## src/rtl/wdog_guard.sv

```systemverilog
module wdog_guard #(
  parameter int CNT_W    = 16,
  parameter int PRE_LOG  = 11,
  parameter int RST_HOLD = 16,
  parameter int KEY_W    = 16,
  parameter logic [KEY_W-1:0] KEY_A = 16'h556C,
  parameter logic [KEY_W-1:0] KEY_B = 16'hAA39
) (
  input  logic               clk,
  input  logic               rst_n,
  input  logic               cfg_we,
  input  logic [CNT_W+2:0]   cfg_wdata,
  input  logic               svc_we,
  input  logic [KEY_W-1:0]   svc_data,
  output logic               wd_rst,
  output logic               wd_nmi,
  output logic [CNT_W+2:0]   cfg_rd,
  output logic               cfg_locked
);
  localparam int CFG_W = CNT_W + 3;
  localparam int HW    = $clog2(RST_HOLD + 1);
  localparam logic [CFG_W-1:0] CFG_INIT = {{CNT_W{1'b1}}, 3'b101};

  logic [CFG_W-1:0]   cfg;
  logic               locked, stage, nmi_q;
  logic [CNT_W-1:0]   cnt;
  logic [PRE_LOG-1:0] pre;
  logic [HW-1:0]      hold;

  wire en      = cfg[0];
  wire use_nmi = cfg[1];
  wire pre_on  = cfg[2];
  wire holding = (hold != '0);
  wire tick    = !pre_on || (&pre);
  wire fire    = !holding && en && tick && (cnt <= CNT_W'(1));
  wire take    = cfg_we && !locked;
  wire svc_ok  = svc_we && stage && (svc_data == KEY_B);
  wire reload  = fire || take || svc_ok || !en;
  wire [CNT_W-1:0] next_period = take ? cfg_wdata[CFG_W-1:3] : cfg[CFG_W-1:3];

  always_ff @(posedge clk or negedge rst_n) begin
    if (!rst_n) begin
      cfg <= CFG_INIT; locked <= 1'b0; stage <= 1'b0; nmi_q <= 1'b0;
      cnt <= '1; pre <= '0; hold <= '0;
    end else if (holding || (fire && !use_nmi)) begin
      cfg <= CFG_INIT; locked <= 1'b0; stage <= 1'b0; nmi_q <= 1'b0;
      cnt <= '1; pre <= '0;
      hold <= holding ? hold - 1'b1 : HW'(RST_HOLD);
    end else begin
      nmi_q <= fire;
      if (svc_we) stage <= (svc_data == KEY_A);
      if (take) begin
        cfg    <= cfg_wdata;
        locked <= 1'b1;
      end
      if (reload) begin
        cnt <= next_period;
        pre <= '0;
      end else begin
        if (tick) cnt <= cnt - 1'b1;
        pre <= pre + 1'b1;
      end
    end
  end

  assign wd_rst     = holding;
  assign wd_nmi     = nmi_q;
  assign cfg_rd     = cfg;
  assign cfg_locked = locked;
endmodule


```

## config.mk

```make
export PLATFORM = sky130hd
export DESIGN_NAME = wdog_guard
export DESIGN_NICKNAME = d
export VERILOG_FILES = /design/src/rtl/wdog_guard.sv
export SDC_FILE = /design/constraint.sdc
export NUM_CORES = 1
export LEC_CHECK = 0
export CAP_MARGIN = 0
export CORE_MARGIN = 2
export CORE_UTILIZATION = 30
export DETAILED_ROUTE_END_ITERATION = 16
export PLACE_DENSITY = 0.59
export SYNTH_ARGS = -nofsm -noshare
export SYNTH_HDL_FRONTEND = slang
export SYNTH_SLANG_ARGS = --single-unit
```

## constraint.sdc

```tcl
create_clock -name clk -period 2.2 [get_ports clk]
set_input_delay 0.66 -clock clk [delete_from_list [all_inputs] [get_ports clk]]
set_output_delay 0.66 -clock clk [all_outputs]
set_load 0.1 [all_outputs]
```

==> results of run 1 <==
-- Yosys cell counts, drive strengths merged, types with 5 or more instances --
cell type | count | share of area (%)
o32a | 14 | 5.0
and3 | 8 | 1.7
nand2 | 32 | 4.1
inv | 14 | 1.8
xnor2 | 6 | 1.8
nand3 | 8 | 1.4
nor2 | 30 | 3.8
buf | 6 | 1.7
nor4 | 5 | 2.0
nand4 | 7 | 1.5
ha | 5 | 2.1
clkbuf | 6 | 0.76
nor3 | 5 | 0.84
a21oi | 15 | 2.5
xor2 | 5 | 1.5
mux2i | 31 | 10
dfrtp | 20 | 17
or3 | 5 | 1.1
dfstp | 34 | 30
-- sequential cells by signal (all words and copies together) (netlist names) --
signal,flops
pre,11
wd_nmi,1
cfg_rd,19
cfg_locked,1
cnt,16
hold,5
stage,1
-- per-stage QoR --
stage	power, mW	worst slack (ns)	util, %	setup TNS [ns]
final	5.83	0.0366	45.2	0
after global routing	6.13	-0.0891	45.2	-0.865
after CTS	5.76	-0.0129	43.4	-0.0129
after detailed placement	5.19	-0.400	42.2	-9.36
after global placement	5.14	-0.348	42.2	-8.14
after floorplan	3.98	0.00214	-	0
-- power groups by stage --
stage	sequential (mW)	clock [mW]	combinational, mW
CTS	1.89	0.563	3.30
global placement	1.90	0	3.24
global route	1.94	0.601	3.58
floorplan	3.02	0	0.960
detailed placement	1.90	0	3.29
finish	1.88	0.546	3.39
-- worst max-delay path, stage by stage (launching register included) --
cell	delay (ns)
dfrtp_1	0.41
inv_2	0.09
ha_4	0.13
nor4b_4	0.17
buf_4	0.19
inv_8	0.05
buf_12	0.16
-- kinds of logic after synthesis --
group,Yosys count
AND/OR/NAND/NOR,123
flip-flops,54
AO/OA/AOI/OAI,39
multiplexers,31
buffers and inverters,26
XOR/XNOR,11
adder cells (fa/ha/maj),5
-- worst max-delay path by stage --
stage / endpoint / from
after floorplan: cnt[10] / hold[0]
after global placement: cnt[8] / svc_data[5]
after detailed placement: cnt[8] / svc_data[5]
after CTS: wd_rst / hold[1]
after global routing: cnt[6] / pre[0]
final: wd_rst / hold[0]
-- layout make-up --
cell class | instances | share of cell area, %
Inverter | 14 | 1.37
Timing Repair Buffer | 94 | 25.6
Tap cell | 133 | 3.80
Clock inverter | 2 | 0.200
Multi-Input combinational cell | 209 | 35.4
Clock buffer | 6 | 1.66
Sequential cell | 54 | 32.0
-- what timing repair did --
action                                  in CTS  in global routing
pin swaps                                    0                  9
endpoints found under the hold margin        0                  0
endpoints found under the setup margin      16                 30
buffers inserted                             3                  7
cloned                                       0                  1
resized for setup                            2                 19
-- per-layer routing --
metal / global-route usage (%) / part of all wire [%]
met2: 22.6 / 45
met3: 2.76 / 5.5
met4: 3.64 / 0.83
met1: 19.0 / 48
met5: 0 / 0
==> results.sh, run 1 <==
export IMPL_outcome="finished, final reports clean"
export IMPL_cts_made_buffers=5
export IMPL_fin_nets=422
export IMPL_path_clk_slew_ns=0.10
export IMPL_holdCritPathClass="input pin to async pin"
export IMPL_clk_latency_ns=0.31
export IMPL_reg2reg_depth=9
export IMPL_synth_xor_area_share_pct=3.25
export IMPL_grt_max_degree=49
export IMPL_async_flop_share_pct=100
export IMPL_peakVddDrop_mv=0.686
export IMPL_drive_gt1_share_pct=33.5
export IMPL_drt_iter0_markers=89
export IMPL_yosysUniqueCellTypes=48
export IMPL_intPower_mw=3.12
export IMPL_grt_overflow=0
export IMPL_cts_path_max_buffers=2
export IMPL_finalClockSkew_ns=0.00931
export IMPL_synth_compound_gate_area_share_pct=10.1
export IMPL_clkPwrFrac_pct=9.4
export IMPL_final_cell_area_um2=4380
export IMPL_setup_viol=0
export IMPL_grt_use_total_pct=13.9
export IMPL_r2r_start="cnt[0]"
export IMPL_dp_cells=493
export IMPL_netlist_area_um2=2970
export IMPL_fmax_ghz=0.462
export IMPL_multi_input_area_um2=1550
export IMPL_vias_per_cell=4.79
export IMPL_fp_dieH_um=103
export IMPL_fp_row_count=36
export IMPL_vias=2454
export IMPL_stdcell_count=512
export IMPL_synth_top_family_by_area="simple AND/OR/NAND/NOR gates"
export IMPL_cellPowerDensity_nw_per_um2=1330
export IMPL_hold_viol=0
export IMPL_synth_edf_count=0
export IMPL_r2r_end="cnt[7]"
export IMPL_report_final_slew_viol_count=0
export IMPL_avgSynthCellArea_um2=10.3
export IMPL_rsz0062_at_grt="true"
export IMPL_drc=0
export IMPL_grt_pass1_vias=2442
export IMPL_critPathMaxFanout=5
export IMPL_post_synth_fa_ha_maj_area_fraction_pct=2.11
export IMPL_yosys_most_used_dff="dfstp_2"
export IMPL_endpoint_kind="output pin"
export IMPL_die_area_um2=10700
export IMPL_drv_cap=0
export IMPL_tightest_slew_ns=0.513
export IMPL_antenna_left=0
export IMPL_first_pass_iters=4
export IMPL_cts_tree="built"
export IMPL_area_growth_synth_to_final_pct=47.6
export IMPL_startpoint_type="flip-flop"
export IMPL_seq_area_um2=1400
export IMPL_avgRoutedWirePerCell_um=14.5
export IMPL_fillCellCount=939
export IMPL_cts_num_sinks=54
export IMPL_worstPathRequired_ns=1.54
export IMPL_ys_seq_elements=54
export IMPL_swShare_pct=46.4
export IMPL_power_switching_mw=2.70
export IMPL_place_congestion=0.833
export IMPL_regToRegSetupSlack_ns=0.06
export IMPL_grt_antenna_before_repair=0
export IMPL_coreArea_um2=9680
export IMPL_hpwl_um=5160
export IMPL_drt_total_wl_um=7430
export IMPL_die_w_um=103
export IMPL_synth_fp_nets=333
export IMPL_final_cell_mix="37 x clkdlybuf4s50_1, 33 x dfstp_2, 31 x nand2_1, 31 x mux2i_1, 29 x buf_4"
export IMPL_synthCells=289
export IMPL_relSlewSlack_pct=65.5
export IMPL_h_tree_depth=2
export IMPL_synthSimpleGateAreaFrac_pct=22.8
export IMPL_pwr_share_comb_pct=58.3
export IMPL_crit_arrival_ns=1.50
export IMPL_synth_seq_area_share_pct=47.0
export IMPL_grt_pass1_wl_um=11600
export IMPL_period_needed_ns=2.16
export IMPL_fin_crit_sh_pct=98.3
export IMPL_power_share_sequential_pct=32.4
export IMPL_io_buffers=60
export IMPL_postCtsHoldBufs=0
export IMPL_leakagePower_nw=1.82
export IMPL_yosys_mux_area_fraction_pct=10.5
export IMPL_final_common_cell="clkdlybuf4s50_1"
export IMPL_start_util_pct=30.6
export IMPL_criticalPathCategory="flip-flop to output pin"
export IMPL_post_dp_cell_area_um2=4090
export IMPL_root_buffer="clkbuf_8"
export IMPL_hold_ws_ns=0.395
export IMPL_ys_warn_count=0
export IMPL_ios=61
export IMPL_antenna_diode_count=0
Power figures use the tool's default switching activity.
==> run 2: changes to the inputs <==
CORE_ASPECT_RATIO = 0.8   (was not set)
RECOVER_POWER = 25   (was not set)
==> results.sh, run 2 (synthesis gave the netlist of run 1 again) <==
export IMPL_r2r_end="cnt[13]"
export IMPL_r2r_start="cfg_rd[0]"
export IMPL_place_congestion=0.811
export IMPL_report_final_slew_viol_count=0
export IMPL_drt_total_wl_um=7540
export IMPL_path_clk_slew_ns=0.08
export IMPL_grt_overflow=0
export IMPL_worstPathRequired_ns=1.54
export IMPL_grt_pass1_vias=2563
export IMPL_avgRoutedWirePerCell_um=15.0
export IMPL_power_switching_mw=2.80
export IMPL_holdCritPathClass="input pin to async pin"
export IMPL_tightest_slew_ns=0.789
export IMPL_startpoint_type="flip-flop"
export IMPL_cts_tree="built"
export IMPL_peakVddDrop_mv=1.18
export IMPL_vias=2461
export IMPL_antenna_left=0
export IMPL_reg2reg_depth=9
export IMPL_area_growth_synth_to_final_pct=52.3
export IMPL_finalPower_mw=6.34
export IMPL_root_buffer="clkbuf_16"
export IMPL_drc=0
export IMPL_clkPwrFrac_pct=14.6
export IMPL_first_pass_iters=6
export IMPL_grt_pass1_wl_um=12300
export IMPL_timing_critical_path_buf_inv=4
export IMPL_cts_num_sinks=54
export IMPL_grt_use_total_pct=14.5
export IMPL_criticalPathCategory="flip-flop to output pin"
export IMPL_critPathMaxFanout=5
export IMPL_cts_made_buffers=5
export IMPL_grt_max_degree=33
export IMPL_final_common_cell="dfstp_2"
export IMPL_hpwl_um=5430
export IMPL_regToRegSetupSlack_ns=0.05
export IMPL_hold_viol=0
export IMPL_relSlewSlack_pct=47.4
export IMPL_setup_viol=0
export IMPL_die_area_um2=10700
export IMPL_leakagePower_nw=1.95
export IMPL_fmax_ghz=0.457
export IMPL_final_cell_mix="33 x dfstp_2, 31 x nand2_1, 31 x mux2i_1"
export IMPL_fp_dieH_um=92.9
export IMPL_period_needed_ns=2.19
export IMPL_antenna_diode_count=0
export IMPL_fin_nets=426
export IMPL_power_share_sequential_pct=29.7
export IMPL_clk_latency_ns=0.29
export IMPL_start_util_pct=30.9
export IMPL_swShare_pct=44.3
export IMPL_largest_reg_flops=19
export IMPL_postCtsHoldBufs=0
export IMPL_coreArea_um2=9610
export IMPL_die_w_um=115
export IMPL_stdcell_count=502
export IMPL_rsz0062_at_grt="true"
export IMPL_io_buffers=60
export IMPL_outcome="finished, final reports clean"
export IMPL_fp_row_count=32
export IMPL_h_tree_depth=2
export IMPL_intPower_mw=3.53
export IMPL_max_stage_delay_ns=0.40
export IMPL_fin_crit_sh_pct=99.4
export IMPL_endpoint_kind="output pin"
export IMPL_ios=61
export IMPL_drt_iter0_markers=129
export IMPL_cellPowerDensity_nw_per_um2=1400
export IMPL_vias_per_cell=4.90
export IMPL_path_cells="inv_2 -> ha_4 -> nor4b_4 -> buf_4 -> inv_8 -> buf_12"
export IMPL_crit_arrival_ns=1.53
export IMPL_drive_gt1_share_pct=35.0
export IMPL_crit_slowest_cell="dfrtp_1"
export IMPL_drv_cap=0
export IMPL_dp_cells=483
export IMPL_grt_antenna_before_repair=0
export IMPL_finalClockSkew_ns=0.0101
export IMPL_pwr_share_comb_pct=55.7
export IMPL_cts_path_max_buffers=2
export IMPL_crit_family="buffers and inverters"
## run 2: worst reg2reg max path: stages (launching register included)
cell and delay (ns):
dfstp_4 0.65, nor2b_2 0.17, o2111ai_2 0.12, buf_6 0.16
nor4_4 0.33, nor3_4 0.07, buf_6 0.14, buf_12 0.14
mux2i_1 0.12, o32a_2 0.18
## run 2: power by group through the flow
| stage | Clock, mW | Sequential [mW] | Combinational, mW |
|---|---|---|---|
| after floorplan | 0 | 3.02 | 0.960 |
| after global placement | 0 | 1.87 | 3.34 |
| after detailed placement | 0 | 1.89 | 3.38 |
| after CTS | 0.952 | 1.87 | 3.39 |
| after global routing | 1.00 | 1.94 | 3.71 |
| final | 0.925 | 1.88 | 3.53 |
## run 2: layout make-up
cell class	count	area (um^2)
Clock inverter	3	47.5
Sequential cell	54	1400
Timing Repair Buffer	98	1170
Fill cell	902	5090
Clock buffer	5	125
Tap cell	119	149
Inverter	14	60.1
Multi-Input combinational cell	209	1560
## run 2: timing repair
item / 4_1_cts / 5_1_grt
resized for setup: 1 / 33
gates cloned: 0 / 1
setup endpoints to repair: 16 / 29
pin swaps: 0 / 21
buffers inserted: 2 / 8
## run 2: stage by stage
step           area [um^2]  hold slack, ns  setup TNS [ns]  setup slack (ns)  utilization [%]
2_1_floorplan         2980           0.364               0           0.00214                -
3_5_place_dp          4120           0.494           -8.20            -0.357             42.8
5_1_grt               4520           0.208          -0.842           -0.0729             47.0
4_1_cts               4310           0.177         -0.0326           -0.0326             44.8
3_3_place_gp          4120           0.495           -7.25            -0.316             42.8
6_report              4520           0.198               0            0.0140             47.0
## run 2: layer usage
metal / vias to the layer above / part of all wire, % / global-route usage [%]
met1: 1184 / 50 / 21.1
li1: 1222 / - / -
met2: 48 / 46 / 22.7
met5: - / 0 / 0
met4: 0 / 0.69 / 2.61
met3: 7 / 2.9 / 2.49
## run 2: worst max-delay path by stage
stage                           start      end  slack (ns)  cells after the start
after global placement    svc_data[5]  cnt[10]       -0.32                      7
after detailed placement  svc_data[5]   cnt[8]       -0.36                      7
after floorplan               hold[0]  cnt[10]       0.002                     10
after CTS                     hold[1]   wd_rst       -0.03                      6
after global routing          hold[1]  cnt[11]       -0.07                     11
final                         hold[1]   wd_rst        0.01                      6
